## src/rtl/int_alu.sv

```systemverilog
module int_alu #(
  parameter int N = 32
) (
  input  logic [N-1:0] src_a,
  input  logic [N-1:0] src_b,
  input  logic [3:0]   op_sel,
  output logic [N-1:0] alu_out,
  output logic         out_zero
);
  localparam int SHW = (N > 1) ? $clog2(N) : 1;
  localparam logic [1:0] CL_ARITH = 2'b00;
  localparam logic [1:0] CL_LOGIC = 2'b01;
  localparam logic [1:0] CL_SHIFT = 2'b10;

  logic [1:0]     op_class, op_var;
  logic           sub_en, ovf, lt;
  logic [N-1:0]   b_eff, sum;
  logic [SHW-1:0] sh;
  logic [N-1:0]   arith_r, logic_r, shift_r;

  assign op_class = op_sel[3:2];
  assign op_var   = op_sel[1:0];

  // one adder serves add, subtract and the signed compare
  assign sub_en = op_var[0];
  assign b_eff  = src_b ^ {N{sub_en}};
  assign sum    = src_a + b_eff + {{(N-1){1'b0}}, sub_en};
  assign ovf    = (src_a[N-1] == b_eff[N-1]) && (sum[N-1] != src_a[N-1]);
  assign lt     = sum[N-1] ^ ovf;

  always_comb begin
    case (op_var)
      2'b00, 2'b01: arith_r = sum;
      2'b11:        arith_r = {{(N-1){1'b0}}, lt};
      default:      arith_r = '0;
    endcase
  end

  always_comb begin
    case (op_var)
      2'b00:   logic_r = src_a & src_b;
      2'b01:   logic_r = src_a | src_b;
      2'b10:   logic_r = src_a ^ src_b;
      default: logic_r = '0;
    endcase
  end

  assign sh = src_b[SHW-1:0];

  always_comb begin
    case (op_var)
      2'b00:   shift_r = src_a << sh;
      2'b01:   shift_r = src_a >> sh;
      2'b11:   shift_r = $unsigned($signed(src_a) >>> sh);
      default: shift_r = '0;
    endcase
  end

  always_comb begin
    case (op_class)
      CL_ARITH: alu_out = arith_r;
      CL_LOGIC: alu_out = logic_r;
      CL_SHIFT: alu_out = shift_r;
      default:  alu_out = '0;
    endcase
  end

  assign out_zero = ~|alu_out;

  always_comb begin
    if (op_sel == 4'b0011)
      AST_CMP_UPPER_CLEAR: assert (alu_out[N-1:1] == '0);
    if (op_sel == 4'b1011 && src_a[N-1])
      AST_ASR_SIGN_KEPT: assert (alu_out[N-1]);
    if (op_sel == 4'b1001 && src_b[SHW-1:0] != '0)
      AST_LSR_TOP_CLEAR: assert (!alu_out[N-1]);
    if (op_sel == 4'b1000 && src_b[SHW-1:0] != '0)
      AST_LSL_LOW_CLEAR: assert (!alu_out[0]);
    if (op_sel == 4'b0100)
      AST_AND_WITHIN_A: assert ((alu_out & ~src_a) == '0);
    if (op_sel == 4'b0010 || op_sel == 4'b0111 || op_sel == 4'b1010 || op_sel[3:2] == 2'b11)
      AST_BAD_CODE_ZERO: assert (alu_out == '0 && out_zero);
  end
endmodule

```

## config.mk

```make
export PLATFORM = sky130hd
export DESIGN_NAME = int_alu
export DESIGN_NICKNAME = d
export VERILOG_FILES = /design/src/rtl/int_alu.sv
export SDC_FILE = /design/constraint.sdc
export NUM_CORES = 1
export LEC_CHECK = 0
export BUFFER_PORTS_ARGS = -buffer_cell sky130_fd_sc_hd__buf_2
export CORE_UTILIZATION = 50
export DETAILED_ROUTE_END_ITERATION = 8
export GPL_TIMING_DRIVEN = 0
export PLACE_DENSITY = 0.73
export SLEW_MARGIN = 10
export SYNTH_ARGS = -nofsm -noshare
export SYNTH_HDL_FRONTEND = slang
export SYNTH_SLANG_ARGS = --single-unit
```

## constraint.sdc

```tcl
create_clock -name vclk -period 5.4
set_input_delay 0 -clock vclk [all_inputs]
set_output_delay 0 -clock vclk [all_outputs]
set_load 0.02 [all_outputs]
```

After elaboration in Yosys (flattened, before gate mapping)
Index checks and enable logic that the tools add are counted.
{"block": "op_classes", "addsub": 2, "n_eq_ne": 7, "shift": 3, "n_mux": 4, "bitwise": 5, "reduce_logical": 6}
{"cell": "$pmux 32 s3", "count": 3}
{"cell": "$pmux 32 s2", "count": 1}
{"cell": "$xor 32x32->32", "count": 2}
{"cell": "$add 32x1->32", "count": 1}
{"cell": "$add 32x32->32", "count": 1}
{"cell": "$and 32x32->32", "count": 1}
{"cell": "$or 32x32->32", "count": 1}
{"cell": "$reduce_or 32->1", "count": 1}
{"cell": "$shl 32x5->32", "count": 1}
{"cell": "$shr 32x5->32", "count": 1}
{"cell": "$sshr 32x5->32", "count": 1}
{"cell": "$eq 2x2->1 const B", "count": 3}
{"cell": "$eq 2x1->1 const B", "count": 2}
{"cell": "$logic_not 2->1", "count": 2}
{"cell": "$reduce_or 2->1", "count": 1}
{"cell": "$eq 1x1->1", "count": 1}
{"cell": "$logic_and 1x1->1", "count": 1}
{"cell": "$logic_not 1->1", "count": 1}
{"cell": "$ne 1x1->1", "count": 1}
{"cell": "$xor 1x1->1", "count": 1}
{"block": "totals", "reg_bits": 0, "input_bits": 68, "wordCells": 27}

Longest topological paths before layout
Gate-level depths: netlist of the first run.
{"block": "logic_depth", "ltp_word": 10, "mapped_depth": 19, "mapped_depth_nobuf": 13}

Worst setup path after synthesis of the first run
Ideal clock, no wire load.
{"block": "synth_timing", "path_kind": "input to output", "from": "input port op_sel[0]", "to": "output port out_zero", "t_arrival_ps": 4716, "required_ps": 5400, "path_slack_ps": 684, "path_stages": 19, "n_path_buf": 7, "cell_sequence": "clkbuf_1 -> clkbuf_1 -> clkbuf_1 -> clkbuf_1 -> clkbuf_1 -> clkbuf_1 -> xor2_1 -> ha_1 -> clkbuf_1 -> a21o_1 -> a21o_1 -> a211o_1 -> o31ai_2 -> o21ba_2 -> o31ai_1 -> mux2_1 -> o2111ai_1 -> nor4b_1 -> and3_1"}
{"block": "synth_via", "elab_cells_between_ends": 18, "classes_between": "add/sub (2); eq/ne (5); mux (4); bitwise (2); reduce/logical (5)"}
{"element": "from (decl)", "line_no": "6", "text": "input logic [3:0] op_sel,"}
{"element": "$xor 32x32->32", "line_no": "26", "text": "assign b_eff = src_b ^ {N{sub_en}};"}
{"element": "$add 32x32->32", "line_no": "27", "text": "assign sum = src_a + b_eff + {{(N-1){1'b0}}, sub_en};"}
{"element": "$add 32x1->32", "line_no": "27"}
{"element": "$pmux 32 s2", "line_no": "32", "text": "case (op_var)"}
{"element": "$pmux 32 s3 *", "line_no": "60", "text": "case (op_class)"}
{"element": "named net alu_out[29]", "line_no": "7", "text": "output logic [N-1:0] alu_out,"}
{"element": "$reduce_or 32->1 *", "line_no": "68", "text": "assign out_zero = ~|alu_out;"}
{"element": "$logic_not 1->1 *", "line_no": "68"}
{"element": "to (decl)", "line_no": "8", "text": "output logic out_zero"}
Mark *: on every way through the listed nets, which the timed path passes. The rest lies on a longest branch.

Worst setup path after layout of the first run
{"block": "layout_timing", "from": "input port src_b[2]", "to": "output port out_zero"}
{"block": "layout_via", "elab_chain_len": 10, "elab_cells_between_ends": 18, "classes_between": "add/sub (2); eq/ne (1); shift (3); mux (4); bitwise (5); reduce/logical (3)"}
{"element": "from (decl)", "line_no": "5", "text": "input logic [N-1:0] src_b,"}
{"element": "$xor 32x32->32", "line_no": "26"}
{"element": "$add 32x32->32", "line_no": "27"}
{"element": "$add 32x1->32", "line_no": "27"}
{"element": "$ne 1x1->1", "line_no": "28", "text": "assign ovf = (src_a[N-1] == b_eff[N-1]) && (sum[N-1] != src_a[N-1]);"}
{"element": "$logic_and 1x1->1", "line_no": "28"}
{"element": "$xor 1x1->1", "line_no": "29", "text": "assign lt = sum[N-1] ^ ovf;"}
{"element": "$pmux 32 s2", "line_no": "32"}
{"element": "$pmux 32 s3 *", "line_no": "60"}
{"element": "$reduce_or 32->1 *", "line_no": "68"}
{"element": "$logic_not 1->1 *", "line_no": "68"}
Mark *: on every way between the ends. The rest lies on a longest branch, timed or not.

==> results of run 1 <==
[cell usage in the layout (no fill, tap or decap), drive strengths merged, types with 7 or more instances in the layout]
cell type / netlist / final
buf: 47 / 148
nand2: 131 / 131
nor2: 100 / 100
ha: 95 / 95
o21ai: 93 / 93
a21oi: 87 / 87
inv: 80 / 80
clkbuf: 67 / 62
mux4: 59 / 59
mux2i: 37 / 37
xor2: 33 / 33
mux2: 26 / 26
a211oi: 25 / 25
o22ai: 25 / 25
nand3: 25 / 25
nor3: 24 / 24
o211ai: 22 / 22
a31oi: 20 / 20
a22oi: 16 / 16
a21o: 16 / 16
o221ai: 14 / 14
xnor2: 14 / 14
or2: 13 / 13
nor2b: 12 / 12
nand4: 12 / 12
nand2b: 12 / 12
and3: 9 / 9
o21a: 9 / 9
o31ai: 9 / 9
or3: 8 / 8
nor4: 8 / 8
a211o: 7 / 7
a221oi: 7 / 7
[tightest hold or removal path: stages]
cell and delay [ns]:
buf_2 0.19, nor3_1 0.17, nand2_1 0.11, nand2_1 0.06
buf_2 0.15
[per-layer routing]
layer	global-route usage, %	routed length [µm]	vias up
met1	68.7	18100	5546
met5	2.78	77	-
met4	34.6	4180	4
met2	75.7	19700	1255
li1	-	-	4881
met3	17.7	8110	283
[report_power, final]
part	switching [mW]	leakage (nW)	total, mW	internal [mW]
clock	0	0	0	0
sequential	0	0	0	0
combinational	0.853	4.26	1.30	0.445
total	0.853	4.26	1.30	0.445
[synthesized netlist by cell type, types with 13 or more instances]
cell	count
nand2_1	131
nor2_1	100
ha_1	95
a21oi_1	87
o21ai_0	85
inv_1	80
clkbuf_1	67
mux4_2	46
mux2i_1	37
xor2_1	33
a211oi_1	25
nand3_1	25
o22ai_1	25
mux2_2	23
nor3_1	22
o211ai_1	22
a31oi_1	20
buf_2	17
a22oi_1	16
a21o_1	15
o221ai_1	14
xnor2_1	14
mux4_1	13
[cells by family after synthesis]
logic type | after synthesis
AOI/OAI and AO/OA | 410
and+or+nand+nor | 373
buffers and inverters | 196
muxes | 122
adders and majority gates | 96
xor gates and xnor gates | 47
[worst min-delay path by stage]
stage                            end       from  slack (ns)  cells after the start
after floorplan           alu_out[9]  op_sel[3]        0.27                      3
after global placement    alu_out[9]  op_sel[3]        0.64                      5
after detailed placement  alu_out[9]  op_sel[3]        0.63                      5
after CTS                 alu_out[9]  op_sel[3]        0.63                      5
after global routing      alu_out[9]  op_sel[3]        0.69                      5
final                     alu_out[9]  op_sel[3]        0.69                      5
[timing repair]
item	4_1_cts	5_1_grt
pin swaps	0	0
gates resized for setup	4	3
setup endpoints to repair	23	2
[stage by stage]
| step | TNS (ns) | hold WS, ns | setup WS, ns | cells | util [%] |
|---|---|---|---|---|---|
| 6_report | 0 | 0.693 | 0.118 | 1565 | 56.1 |
| 5_1_grt | 0 | 0.689 | 0.0451 | 1565 | 56.1 |
| 4_1_cts | 0 | 0.633 | 0.256 | 1566 | 56.1 |
| 3_5_place_dp | -8.37 | 0.626 | -1.13 | 1569 | 56.1 |
| 3_3_place_gp | -6.83 | 0.636 | -1.10 | 1569 | 56.1 |
| 2_1_floorplan | 0 | 0.266 | 0.684 | 1244 | - |
[layout make-up]
| cell class | count | share of cell area, % |
|---|---|---|
| buffer | 110 | 6.10 |
| inverter | 82 | 3.14 |
| timing repair buffer | 100 | 5.11 |
| tap | 225 | 2.87 |
| multi-input combinational | 1048 | 82.8 |
==> impl_results.md, run 1 <==
* Rows at 48
* Sequential cells at 0
* DR iter-0 viols at a little over 2000
* DR WL/cell at 32.0 µm
* Post-Syn Nets at 1408
* Die Span X at 136 µm
* Starting Density at 51.6%
* Critical Path Max Stage Delay at 0.72 ns
* PwrDens at 132 nW/µm²
* FMAX at 0.189 GHz
* Register area share after synthesis at 0%
* Post-Synth Simple-Gate Area at 19.2%
* Post-synthesis cell area at 9020 µm²
* Final setup viols at 0
* Period Utilization, post-route at 97.8%
* XOR/XNOR Fraction of Synth Area at 4.56%
* Critical Path RT at around 5.4 ns
* Area contributors post-synth: ha_1 13%, mux4_2 11%, nand2_1 5.4%
* Worst-path cell chain: buf_2 > buf_6 > buf_2 > clkbuf_1 > clkbuf_1 > xor2_1 > ha_1 > nor2b_1 > o2111ai_1 > nand3b_1 > mux2_2 > a221oi_2 > nand3_1 > or3_1 > nor4_1 > and4_1 > and3_1 > buf_2
* Worst-margin pin slew at about 1.5 ns
* Synth-to-Final Area Change at 8.57%
* Overflow after GRT at 0
* Cell area after layout at between 9000 and 10000 µm²
* Postcts setup bufs at 0
* Final WL at 50.2 mm
* Max Slew Vio Count at 0
* CP startpoint kind: input pin
* Worst EP arrival at 5.28 ns
* Mapped Avg Cell Area at 7.25 µm²
* Distinct cells, synth at 80
* Cell count along the critical path at 18
* Area of the multi-input gates at 8110 µm²
* Final hold violations at 0
* Die area at 18600 µm²
* Layout cells sized above 1 at ~17%
* Die height at 136 µm
* WP buf/inv at 6
* DP HPWL at 39.6 mm
* NumNets Final at 1506
* Status: finished, final reports clean
* Cell repeated most along the worst path: buf_2
* Cell count after synthesis at 1244
* Diode count at 0
* Final Power at 1.30 mW
* Post-DP Area at 9810 µm²
* Layout fillers at ~1700
* Compound-cell area share of the yosys netlist at 30.1%
* Max_cap viols at 0
* Number of I/O pins at ~100
* Via count at roughly 12000
* Synth warnings at 0
* Remaining antenna violation count at 0
* Buffers on Ports at 100
* Setup CP Type: input pin to output port
* Residual DRC count at 0
* Mux contribution to synthesized area at 22.6%
* VDD IR max at ~0.098 mV
* RSZ-0062 raised after global routing: false
* GRT Util Overall at 53.5%
* Max stage delay cell, worst path: clkbuf_1
* Initial antenna violation count at 1
* Yosys top cell by area: ha_1
* Tmin final at 5.28 ns
* CP top delay family: buffers and inverters
* # clk buffers at 0
* Main combinational cell family by area after synthesis: compound AO/OA/AOI/OAI gates
* Slew HR at roughly 1.7%
* Adder-cell share of the synthesized area at 13.4%
* Worst Path Max Fanout at 10
* Setup crit end kind: output port
* Largest net degree at the start of global routing at 29
* Hold Buf Count CTS at 0
* DR vias/cell at 7.65
* Critical Path End: out_zero
* Leak pwr at roughly 4.3 nW
* Top cell type's share of synthesized area at 13.2%
* RD Place Congestion at 1.12
* Core ar. at 17500 µm²
* Drt pass-1 iters at 8
* HP Class: input pin to output port
* Sequential cell area at 0 µm²
* Global-route wire length before repair at 71.5 mm
* Worst Setup SP: src_b[2]
* Vias in the first global route at 10780
No activity file was read; power rests on OpenSTA's default activity.
==> run 2, diff against run 1 <==
CORE_ASPECT_RATIO = 1.25   (was not set)
CORE_MARGIN = 2   (was not set)
==> impl_results.md, run 2 (synthesized netlist as in run 1, its figures left out) <==
* Initial antenna violation count at 2 (+1)
* Leak pwr at 4.27 nW (+0.11%)
* Worst hold stages at 5 (unchanged)
* Critical Path RT at 5.40 ns (about the same)
* Post-DP Area at 9800 µm² (about the same)
* HP Class: input pin to output port
* Setup CP Type: input pin to output port
* CP startpoint kind: input pin
* Final hold violations at 0 (unchanged)
* Starting Density at 51.4% (-0.26 points)
* Comb pwr share at 100.0% (about the same)
* Die height at 154 µm (+13%)
* Tmin final at 5.25 ns (-0.0266 ns)
* Period Utilization, post-route at 97.3% (-0.49 points)
* Hold Buf Count CTS at 0 (unchanged)
* Hold_sp: op_sel[2]
* Final hold slack at 0.635 ns (-0.0575 ns)
* Cell area after layout at 9810 µm² (about the same)
* Max_cap viols at 0 (unchanged)
* GRT Util Overall at 53.7% (+0.12 points)
* Die Span X at 124 µm (-8.9%)
* Vias in the first global route at 11273 (+4.6%)
* CP top delay family: buffers and inverters
* RSZ-0062 raised after global routing: false
* Most common cell after layout, fill and taps aside: nand2_1
* Die area at 19100 µm² (+3.0%)
* Final setup viols at 0 (unchanged)
* Internal power at 0.445 mW (about the same)
* Worst EP arrival at 5.25 ns (-0.03 ns)
* Slew HR at 6.12% (+4.4 points)
* Core Util, Final at 55.8% (-0.24 points)
* Remaining antenna violation count at 0 (unchanged)
* Setup crit end kind: output port
* VDD IR max at 0.0529 mV (-46%)
* Most frequent cells in the layout: 131 x nand2_1, 116 x buf_2, 100 x nor2_1
* # clk buffers at 0 (unchanged)
* Via count at 12030 (+0.51%)
* Worst-path cell chain: buf_2 > buf_6 > clkbuf_2 > clkbuf_2 > xor2_1 > ha_1 > clkbuf_1 > a21oi_1 > o21ai_0 > a21oi_1 > o221ai_1 > or4_1 > a31oi_1 > or3_1 > nor3_1 > and4_1 > and3_1 > buf_2
* Synth-to-Final Area Change at 8.67% (about the same)
* DR iter-0 viols at 2138 (+5.6%)
* Final Power at 1.32 mW (+1.3%)
* Sequential group share of total power at 0% (unchanged)
* Number of I/O pins at 101 (unchanged)
* Max stage delay cell, worst path: o21ai_0
* Switching power at 0.870 mW (+2.0%)
* DP HPWL at 39.8 mm (+0.39%)
* Worst-margin pin slew at 1.41 ns (-0.0635 ns)
* Overflow after GRT at 0 (unchanged)
* Largest net degree at the start of global routing at 20 (-31%)
* Final WL at 51.8 mm (+3.4%)
* RD Place Congestion at 1.16 (+3.9%)
* Sequential cells at 0 (unchanged)
* NumNets Final at 1504 (-0.13%)
* Sequential cell area at 0 µm² (unchanged)
* WP buf/inv at 6 (unchanged)
* Worst Hold End: alu_out[9]
* Drt pass-1 iters at 9 (+1)
* Switching share of power at 66.1% (+0.45 points)
* Status: finished, final reports clean
* Rows at 54 (+13%)
* Buffers on Ports at 100 (unchanged)
* Layout cells sized above 1 at 17.3% (+0.18 points)
* Layout fillers at 1782 (+3.5%)
* Residual DRC count at 0 (unchanged)
* FMAX at 0.190 GHz (+0.51%)
* Core ar. at 17600 µm² (+0.51%)
* DR WL/cell at 33.1 µm (+3.4%)
* Global-route wire length before repair at 75.1 mm (+5.1%)
* PwrDens at 134 nW/µm² (+1.2%)
* Worst Path Max Fanout at 23 (+13)
* Max Slew Vio Count at 0 (unchanged)
* DR vias/cell at 7.69 (+0.57%)
* Critical Path Max Stage Delay at 1.08 ns (+0.36 ns)
* Clk pwr share at 0% (unchanged)
## run 2: final cells by class
| cell class | count | area, µm² | area share (%) |
|---|---|---|---|
| repair buffers | 100 | 500 | 5.10 |
| well taps | 224 | 280 | 2.86 |
| inverters | 82 | 308 | 3.14 |
| plain buffers | 108 | 598 | 6.10 |
| diodes | 2 | 5.00 | 0.0510 |
| multi-input cells | 1048 | 8110 | 82.7 |
## run 2: routing by layer
metal | share of wire (%) | vias up | track usage, %
li1 | - | 4881 | -
met1 | 33 | 5519 | 61.4
met2 | 40 | 1204 | 76.4
met3 | 15 | 424 | 23.9
met4 | 12 | 2 | 41.7
met5 | 0.085 | - | 4.08
## run 2: how the worst max path moves through the flow
stage / from / endpoint / slack, ns / depth (start not counted)
after floorplan: op_sel[0] / out_zero / 0.68 / 19
after global placement: op_sel[0] / out_zero / -0.94 / 21
after detailed placement: op_sel[0] / out_zero / -1.14 / 21
after CTS: src_b[3] / out_zero / 0.21 / 20
after global routing: op_sel[0] / out_zero / 0.04 / 18
final: op_sel[0] / out_zero / 0.15 / 18
## run 2: what timing repair did
action                     4_1_cts  5_1_grt
buffers inserted                 0        0
resized for setup                5        3
setup endpoints to repair       21        2
pin swaps                        0        1
## run 2: power by group through the flow
| stage | sequential [mW] | clock [mW] | combinational (mW) |
|---|---|---|---|
| after global routing | 0 | 0.00000000291 | 1.37 |
| after floorplan | 0 | 0 | 0.801 |
| after global placement | 0 | 0 | 1.21 |
| after detailed placement | 0 | 0 | 1.22 |
| final | 0 | 0.000000000866 | 1.32 |
| after CTS | 0 | 0 | 1.22 |
## run 2: metrics by stage
stage               setup slack (ns)  setup TNS (ns)  instances
finish                         0.145               0       1564
CTS                            0.211               0       1565
global placement              -0.937           -4.78       1568
detailed placement             -1.14           -7.36       1568
floorplan                      0.684               0       1244
global route                  0.0403               0       1564
